--- config.mk ---
export PLATFORM = sky130hd
export DESIGN_NAME = trs_scrambler
export DESIGN_NICKNAME = d
export VERILOG_FILES = /design/src/rtl/trs_pkg.sv /design/src/rtl/trs_seed_expand.sv /design/src/rtl/trs_state.sv /design/src/rtl/trs_outreg.sv /design/src/rtl/trs_scrambler.sv
export SDC_FILE = /design/constraint.sdc
export NUM_CORES = 1
export LEC_CHECK = 0
export BUFFER_PORTS_ARGS = -buffer_cell sky130_fd_sc_hd__buf_2
export CAP_MARGIN = 40
export CORE_MARGIN = 2
export CORE_UTILIZATION = 55
export CTS_CLUSTER_SIZE = 14
export DETAILED_ROUTE_END_ITERATION = 7
export PLACE_DENSITY = 0.86
export SLEW_MARGIN = 10
export SYNTH_ARGS = -nofsm -noshare
export SYNTH_HDL_FRONTEND = slang
export SYNTH_SLANG_ARGS = --single-unit
--- constraint.sdc ---
create_clock -name clk -period 1.65 [get_ports clk]
set_input_delay 0.165 -clock clk [delete_from_list [all_inputs] [get_ports clk]]
set_output_delay 0.165 -clock clk [all_outputs]
set_load 0.02 [all_outputs]
--- src/rtl/trs_pkg.sv ---
package trs_pkg;

  // Smallest power of two f such that f*k reaches the word width w.
  // The folded short lag f*k then covers every bit of one output word.
  function automatic int unsigned fold_factor(input int unsigned k, input int unsigned w);
    int unsigned f;
    f = 1;
    for (int i = 0; i < 32; i++) begin
      if (f * k < w) f = f * 2;
    end
    return f;
  endfunction

endpackage

--- src/rtl/trs_seed_expand.sv ---
// Turns an N-bit seed into the full folded-state image. It extends the
// sequence backwards and forwards with the base recurrence. This logic
// sits on the path from the seed pins only.
module trs_seed_expand #(
  parameter int unsigned POLY_N  = 7,
  parameter int unsigned POLY_K  = 4,
  parameter int unsigned WORD_W  = 16,
  parameter int unsigned STATE_W = 28
) (
  input  logic [POLY_N-1:0]  seed_i,
  output logic [STATE_W-1:0] image_o
);

  localparam int unsigned TAIL_W = STATE_W - WORD_W;
  localparam int unsigned BACK_W = (POLY_N > TAIL_W) ? POLY_N : TAIL_W;
  localparam int unsigned SPAN_W = BACK_W + WORD_W;
  localparam int unsigned BASE   = BACK_W - TAIL_W;

  function automatic logic [STATE_W-1:0] spread(input logic [POLY_N-1:0] s);
    logic [SPAN_W-1:0] t;
    t = '0;
    for (int i = 0; i < int'(POLY_N); i++) begin
      t[BACK_W-POLY_N+i] = s[i];
    end
    for (int i = int'(BACK_W) - int'(POLY_N) - 1; i >= 0; i--) begin
      t[i] = t[i+POLY_N] ^ t[i+POLY_N-POLY_K];
    end
    for (int i = int'(BACK_W); i < int'(SPAN_W); i++) begin
      t[i] = t[i-POLY_N] ^ t[i-POLY_K];
    end
    return t[BASE +: STATE_W];
  endfunction

  assign image_o = spread(seed_i);

endmodule

--- src/rtl/trs_state.sv ---
// Folded keystream state. state_q[q] holds s[n-STATE_W+WORD_W+q]. The top
// WORD_W bits are the keystream for the next word.
module trs_state #(
  parameter int unsigned WORD_W  = 16,
  parameter int unsigned STATE_W = 28,
  parameter int unsigned LAG_S   = 16
) (
  input  logic               clk,
  input  logic               rst_n,
  input  logic               load_i,
  input  logic [STATE_W-1:0] image_i,
  input  logic               adv_i,
  output logic [WORD_W-1:0]  ks_o
);

  localparam int unsigned TAIL_W = STATE_W - WORD_W;
  localparam int unsigned TAP_OF = STATE_W - LAG_S;

  logic [STATE_W-1:0] state_q;
  logic [STATE_W-1:0] state_d;
  logic [STATE_W-1:0] stepped;

  for (genvar q = 0; q < STATE_W; q++) begin : g_step
    if (q < TAIL_W) begin : g_copy
      assign stepped[q] = state_q[q+WORD_W];
    end else begin : g_new
      assign stepped[q] = state_q[q-TAIL_W] ^ state_q[q-TAIL_W+TAP_OF];
    end
  end

  always_comb begin
    state_d = state_q;
    if (load_i) begin
      state_d = image_i;
    end else if (adv_i) begin
      state_d = stepped;
    end
  end

  always_ff @(posedge clk or negedge rst_n) begin
    if (!rst_n) begin
      state_q <= '0;
    end else begin
      state_q <= state_d;
    end
  end

  assign ks_o = state_q[STATE_W-1 -: WORD_W];


  hold_state_chk: assert property (@(posedge clk) disable iff (!rst_n)
    (!load_i && !adv_i) |=> $stable(state_q));


  zero_state_chk: assert property (@(posedge clk) disable iff (!rst_n)
    (state_q == '0 && !load_i) |=> (state_q == '0));

endmodule

--- src/rtl/trs_outreg.sv ---
module trs_outreg #(
  parameter int unsigned WORD_W = 16
) (
  input  logic              clk,
  input  logic              rst_n,
  input  logic              take_i,
  input  logic [WORD_W-1:0] din_i,
  input  logic [WORD_W-1:0] ks_i,
  output logic [WORD_W-1:0] dout_o,
  output logic              dvld_o
);

  logic [WORD_W-1:0] dout_q, dout_d;
  logic              dvld_q, dvld_d;

  always_comb begin
    dout_d = dout_q;
    dvld_d = take_i;
    if (take_i) dout_d = din_i ^ ks_i;
  end

  always_ff @(posedge clk or negedge rst_n) begin
    if (!rst_n) begin
      dout_q <= '0;
      dvld_q <= 1'b0;
    end else begin
      dout_q <= dout_d;
      dvld_q <= dvld_d;
    end
  end

  assign dout_o = dout_q;
  assign dvld_o = dvld_q;


  out_hold_chk: assert property (@(posedge clk) disable iff (!rst_n)
    !take_i |=> $stable(dout_o));

endmodule

--- src/rtl/trs_scrambler.sv ---
module trs_scrambler #(
  parameter int unsigned POLY_N = 7,
  parameter int unsigned POLY_K = 4,
  parameter int unsigned WORD_W = 16
) (
  input  logic              clk,
  input  logic              rst_n,
  input  logic [WORD_W-1:0] din,
  input  logic              din_vld,
  input  logic              seed_ld,
  input  logic [POLY_N-1:0] seed,
  output logic [WORD_W-1:0] dout,
  output logic              dout_vld
);

  localparam int unsigned FOLD    = trs_pkg::fold_factor(POLY_K, WORD_W);
  localparam int unsigned STATE_W = FOLD * POLY_N;
  localparam int unsigned LAG_S   = FOLD * POLY_K;

  logic rst_meta, rst_sync;
  always_ff @(posedge clk or negedge rst_n) begin
    if (!rst_n) begin
      rst_meta <= 1'b0;
      rst_sync <= 1'b0;
    end else begin
      rst_meta <= 1'b1;
      rst_sync <= rst_meta;
    end
  end

  logic               adv;
  logic [STATE_W-1:0] image;
  logic [WORD_W-1:0]  ks;

  assign adv = din_vld & ~seed_ld;

  trs_seed_expand #(
    .POLY_N (POLY_N),
    .POLY_K (POLY_K),
    .WORD_W (WORD_W),
    .STATE_W(STATE_W)
  ) expand_i (
    .seed_i (seed),
    .image_o(image)
  );

  trs_state #(
    .WORD_W (WORD_W),
    .STATE_W(STATE_W),
    .LAG_S  (LAG_S)
  ) state_i (
    .clk    (clk),
    .rst_n  (rst_sync),
    .load_i (seed_ld),
    .image_i(image),
    .adv_i  (adv),
    .ks_o   (ks)
  );

  trs_outreg #(
    .WORD_W(WORD_W)
  ) out_i (
    .clk   (clk),
    .rst_n (rst_sync),
    .take_i(adv),
    .din_i (din),
    .ks_i  (ks),
    .dout_o(dout),
    .dvld_o(dout_vld)
  );


  word_vld_chk: assert property (@(posedge clk) disable iff (!rst_sync)
    (din_vld && !seed_ld) |=> dout_vld);


  load_drop_chk: assert property (@(posedge clk) disable iff (!rst_sync)
    seed_ld |=> (!dout_vld && $stable(dout)));

endmodule

# --- After elaboration in Yosys (flattened, before gate mapping) ---
# Index checks and enable logic that the tools add are counted.
totals:
  ff_bits: 47
  inputBits: 27
  out_inout_bits: 17
  elab_cells: 48
op_classes:
  mux: 2
  n_bitwise: 40
  n_reduce_logical: 1
ops:
  columns: ["cell", "count"]
  rows:
  - ["$mux W28", 2]
  - ["$xor A1 B1 Y1", 37]
  - ["$xor A16 B16 Y16", 1]
  - ["$reduce_bool A2 Y1", 1]
  - ["$and A1 B1 Y1", 1]
  - ["$not A1 Y1", 1]

# --- Logic depth before layout (Yosys ltp) ---
depth:
  ltp_word: 5
  mapped_depth: 5
  depth_no_buf: 3

# --- Hierarchy ---
# From an unflattened synthesis, not the netlist that was laid out.
unflattened:
  cells_unflattened: 263
  area_unflattened_um2: 2817.7
by_module_without_submodules:
  columns: ["module", "n_inst", "cells_each", "area_per_inst_um2", "seq_area_each_um2"]
  rows:
  - ["trs_state", 1, 155, 1646.6, 700.7]
  - ["trs_outreg", 1, 68, 780.7, 425.4]
  - ["trs_seed_expand", 1, 36, 322.8, 0.0]
  - ["trs_scrambler", 1, 4, 67.6, 50.0]

# --- Least setup slack after synthesis ---
# OpenSTA, ideal clock, no wires.
synth_path:
  path_kind: "input to register"
  startpoint: "input seed[6]"
  endpoint: "register state_i.state_q[23]"
  setup_ps: 125
  arrival_ps: 935
  required_time_ps: 1525
  slack_ps: 590
  cell_stages: 4
  path_buffers: 1
  cell_sequence: "buf_2 -> xor2_1 -> xor2_1 -> mux2_2"
synth_between:
  elab_chain_cells: 4
synth_lines:
  columns: ["element", "line_no", "source"]
  rows:
  - ["start, declared", "trs_scrambler.sv:11", "input logic [POLY_N-1:0] seed,"]
  - ["$xor A1 B1 Y1 (3 in series)", "trs_seed_expand.sv:29", "t[i] = t[i-POLY_N] ^ t[i-POLY_K];"]
  - ["$mux W28", "trs_state.sv:33", "if (load_i) begin"]
  - ["end signal, assigned", "trs_state.sv:44", "state_q <= state_d;"]
  - ["end, declared", "trs_state.sv:19", "logic [STATE_W-1:0] state_q;"]
# Every way passes these cells.
# A chain may end at the register's enable or synchronous reset.

# --- Worst setup path after layout ---
layout_path:
  startpoint: "register out_i.dout_q[0], in the netlist out_i.dout_o[0]"
  endpoint: "output dout[0]"
layout_lines:
  columns: ["element", "line_no", "source"]
  rows:
  - ["start, declared", "trs_outreg.sv:13", "logic [WORD_W-1:0] dout_q, dout_d;"]
  - ["start signal, assigned", "trs_outreg.sv:27", "dout_q <= dout_d;"]
  - ["end, declared", "trs_scrambler.sv:12", "output logic [WORD_W-1:0] dout,"]
# No word-level cell between the ends.

==> impl_metrics.env <==
export IMPL_cts_hold_fix_buffers=1
export IMPL_clock_tree_from_tritoncts="yes"
export IMPL_floorplan_die_area_sq_um=4930
export IMPL_dr_first_iter_drc_count=83
export IMPL_diodes_inserted=0
export IMPL_post_route_cells_drive_above_1_share_pct=25.6
export IMPL_post_synth_fa_ha_maj_area_fraction_pct=0
export IMPL_worst_path_stages=1
export IMPL_syn_avg_cell_area_sq_um=10.8
export IMPL_dominant_delay_contributor_by_cell_family_on_the_critical_path="flip-flops"
export IMPL_remaining_drc_errors=0
export IMPL_worst_setup_path_end_kind="output port"
export IMPL_synth_cell_types=21
export IMPL_synth_mux_area_share_pct=10.7
export IMPL_synth_xor_xnor_area_share_pct=22.3
export IMPL_share_of_the_synthesized_area_in_the_top_cell_type_pct=48.8
export IMPL_outcome="finished clean"
export IMPL_syn_nets=250
export IMPL_syn_area_sq_um=2410
export IMPL_main_combinational_cell_family_by_area_after_synthesis="XOR/XNOR gates"
export IMPL_timing_critical_path_slowest_stage_cell="sky130_fd_sc_hd__dfrtp_1"
export IMPL_r2r_start="state_i.state_q[1]"
export IMPL_cts_resized=0
export IMPL_boundaryPins=44
export IMPL_row_count=24
export IMPL_chipWidth_microns=70.2
export IMPL_grt_overflow_total=0
export IMPL_synth_compound_area_share_pct=6.64
export IMPL_powerDensity_nw_per_um2=1230
export IMPL_multiInputGateArea_sq_um=1140
export IMPL_critPathLaunchType="register"
export IMPL_insertion_delay_ns=0.29
export IMPL_grt_max_degree=42
export IMPL_yosys_area_share_simple_pct=7.47
export IMPL_max_cap_violations=0
export IMPL_slew_viol_final=0
export IMPL_setup_viol_count_final=0
export IMPL_critPathLaunch="out_i.dout_o[0]"
export IMPL_power_mw=3.42
export IMPL_vias_in_the_first_global_route=1621
export IMPL_worst_setup_margin_ns=0.638
export IMPL_timing_worst_slew_pin_value_ns=0.506
export IMPL_cp_data_arrival_time_ns=0.85
export IMPL_crit_path_cell_trace="buf_2"
export IMPL_dieHeight_microns=70.2
export IMPL_cts_setup_buffers=0
export IMPL_routed_wl_microns=4170
export IMPL_synth_top_area_cell="sky130_fd_sc_hd__dfrtp_1"
export IMPL_finalWorstPathRequiredPeriod_ns=1.01
export IMPL_rsz0062_at_grt="false"
export IMPL_critical_path_peak_fanout=2
export IMPL_avgRoutedWirePerCell_microns=13.3
export IMPL_cts_sinks=47
export IMPL_grt_first_pass_wirelength_microns=7290
export IMPL_worst_ep_required_time_ns=1.48
export IMPL_grt_antenna_before_repair=0
export IMPL_port_buffers=43
export IMPL_drtPass1Iterations=4
export IMPL_finalWeightedCongestion=0.799
export IMPL_end_point_of_the_critical_path="dout[0]"
export IMPL_dpl_worst_slack_ns=0.367
export IMPL_class_of_the_tightest_hold_or_removal_check="input port to register"
export IMPL_seqCellArea_sq_um=1180
export IMPL_timing_fmax_mhz=988
export IMPL_route_vias_total=1617
export IMPL_post_route_cell_area_sq_um=2770
export IMPL_max_slew_margin_pct=66.3
export IMPL_dpl_hpwl_microns=2990
export IMPL_holdPathStages=3
export IMPL_timing_reg2reg_worst_path_depth=3
export IMPL_ir_drop_uv=475
export IMPL_synthesis_instances=223
export IMPL_synth_seq_cells=47
export IMPL_timing_final_crit_share_pct=61.3
export IMPL_via_per_inst=5.15
export IMPL_ctsLongestPathBuffers=2
export IMPL_r2r_end="state_i.state_q[1]"
export IMPL_critical_path_max_stage_delay_ns=0.39
export IMPL_finalHoldViolCount=0
export IMPL_synth_sequential_area_ratio_pct=48.8
export IMPL_antenna_left=0
export IMPL_num_fill_cells=354
export IMPL_yosys_warnings=0
export IMPL_clk_pin_slew_ns=0.08
export IMPL_core_region_area_sq_um=4290
export IMPL_dpl_cell_area_sq_um=2660
export IMPL_grt_usage_pct=18.9
export IMPL_synth_top_area_cells="sky130_fd_sc_hd__dfrtp_1 49%, sky130_fd_sc_hd__xnor2_1 12%, sky130_fd_sc_hd__mux2i_1 7.5%"
export IMPL_design_final_nets=288
export IMPL_htree_num_levels=2
export IMPL_worst_r2r_setup_slack_ns=0.70
export IMPL_worst_clock_skew_ns=0.00406
export IMPL_power_leakage_nw=1.29
export IMPL_cts_inserted_buffers=5
export IMPL_crit_type="register to output port"
export IMPL_cts_root_buf="sky130_fd_sc_hd__clkbuf_8"
export IMPL_syn2layout_area_growth_pct=14.8
export IMPL_number_of_buffers_and_inverters_on_the_critical_path=1
export IMPL_timing_setup_tns_ns=0
export IMPL_start_util_pct=56.1
[power by group]
group	leakage (nW)	internal [mW]	switching, mW
clock	0.0515	0.383	0.360
combinational	0.678	0.493	0.506
sequential	0.563	1.44	0.238
total	1.29	2.31	1.10
[synth_stat cells]
| cell | count |
|---|---|
| sky130_fd_sc_hd__dfrtp_1 | 47 |
| sky130_fd_sc_hd__nand2_1 | 43 |
| sky130_fd_sc_hd__xnor2_1 | 33 |
| sky130_fd_sc_hd__o21ai_0 | 27 |
| sky130_fd_sc_hd__mux2i_1 | 18 |
| sky130_fd_sc_hd__xor2_1 | 17 |
| sky130_fd_sc_hd__buf_2 | 9 |
| sky130_fd_sc_hd__mux2_2 | 7 |
| sky130_fd_sc_hd__clkbuf_1 | 5 |
| sky130_fd_sc_hd__a211oi_1 | 2 |
| sky130_fd_sc_hd__a21oi_1 | 2 |
| sky130_fd_sc_hd__buf_4 | 2 |
| sky130_fd_sc_hd__nor2b_1 | 2 |
| sky130_fd_sc_hd__xnor2_2 | 2 |
| sky130_fd_sc_hd__buf_6 | 1 |
| sky130_fd_sc_hd__conb_1 | 1 |
| sky130_fd_sc_hd__inv_1 | 1 |
| sky130_fd_sc_hd__nand2b_1 | 1 |
| sky130_fd_sc_hd__xnor3_2 | 1 |
| sky130_fd_sc_hd__xor2_2 | 1 |
| sky130_fd_sc_hd__xor2_4 | 1 |
[cell families after synthesis]
group,after synthesis
xor gates and xnor gates,55
and+or+nand+nor,46
buffers and inverters,18
AOI/OAI and AO/OA,31
muxes,25
other,1
DFF,47
[flip-flops by register name, indices dropped and copies added, names as in the netlist]
register	flops
rst_sync	1
out_i.dvld_o	1
out_i.dout_o	16
state_i.state_q	28
rst_meta	1
[how the worst min path moves through the flow]
stage / endpoint / slack (ns) / from
floorplan: rst_meta / -0.13 / rst_n
global placement: rst_meta / -0.05 / rst_n
detailed placement: rst_meta / -0.05 / rst_n
CTS: out_i.dout_o[4] / 0.15 / din[4]
global route: out_i.dout_o[0] / 0.16 / din[0]
finish: out_i.dout_o[4] / 0.15 / din[4]
[through the flow]
step                hold WS [ns]  std cells  utilization, %
detailed placement       -0.0486        305            61.9
CTS                        0.146        314            64.5
global route               0.165        314            64.5
floorplan                 -0.131        223               -
finish                     0.149        314            64.5
global placement         -0.0500        305            61.9
[per-layer routing]
| metal | track usage [%] | part of all wire (%) | vias up |
|---|---|---|---|
| li1 | - | - | 787 |
| met3 | 3.17 | 3.6 | 6 |
| met4 | 7.05 | 1.6 | 0 |
| met5 | 0 | 0 | - |
| met1 | 24.4 | 45 | 787 |
| met2 | 32.0 | 50 | 37 |
[cells in the final DEF, fill, tap and decap left out, types with 2 or more instances in the layout]
cell	n
sky130_fd_sc_hd__mux2i_1	18
sky130_fd_sc_hd__xor2_1	17
sky130_fd_sc_hd__nand2_1	43
sky130_fd_sc_hd__a211oi_1	2
sky130_fd_sc_hd__a21oi_1	2
sky130_fd_sc_hd__clkbuf_8	7
sky130_fd_sc_hd__dfrtp_1	46
sky130_fd_sc_hd__o21ai_0	27
sky130_fd_sc_hd__buf_2	43
sky130_fd_sc_hd__mux2_2	7
sky130_fd_sc_hd__xnor2_2	2
sky130_fd_sc_hd__buf_12	2
sky130_fd_sc_hd__xnor2_1	33
sky130_fd_sc_hd__buf_4	2
sky130_fd_sc_hd__nor2b_1	2
[area by class of cell]
class,instances,share of cell area [%]
Clock buffer,8,3.62
Multi-Input combinational cell,158,41.2
Tap cell,52,2.35
Sequential cell,47,42.5
Inverter,1,0.136
Timing Repair Buffer,48,10.1
Note: power is estimated with default switching activity, not from simulation.
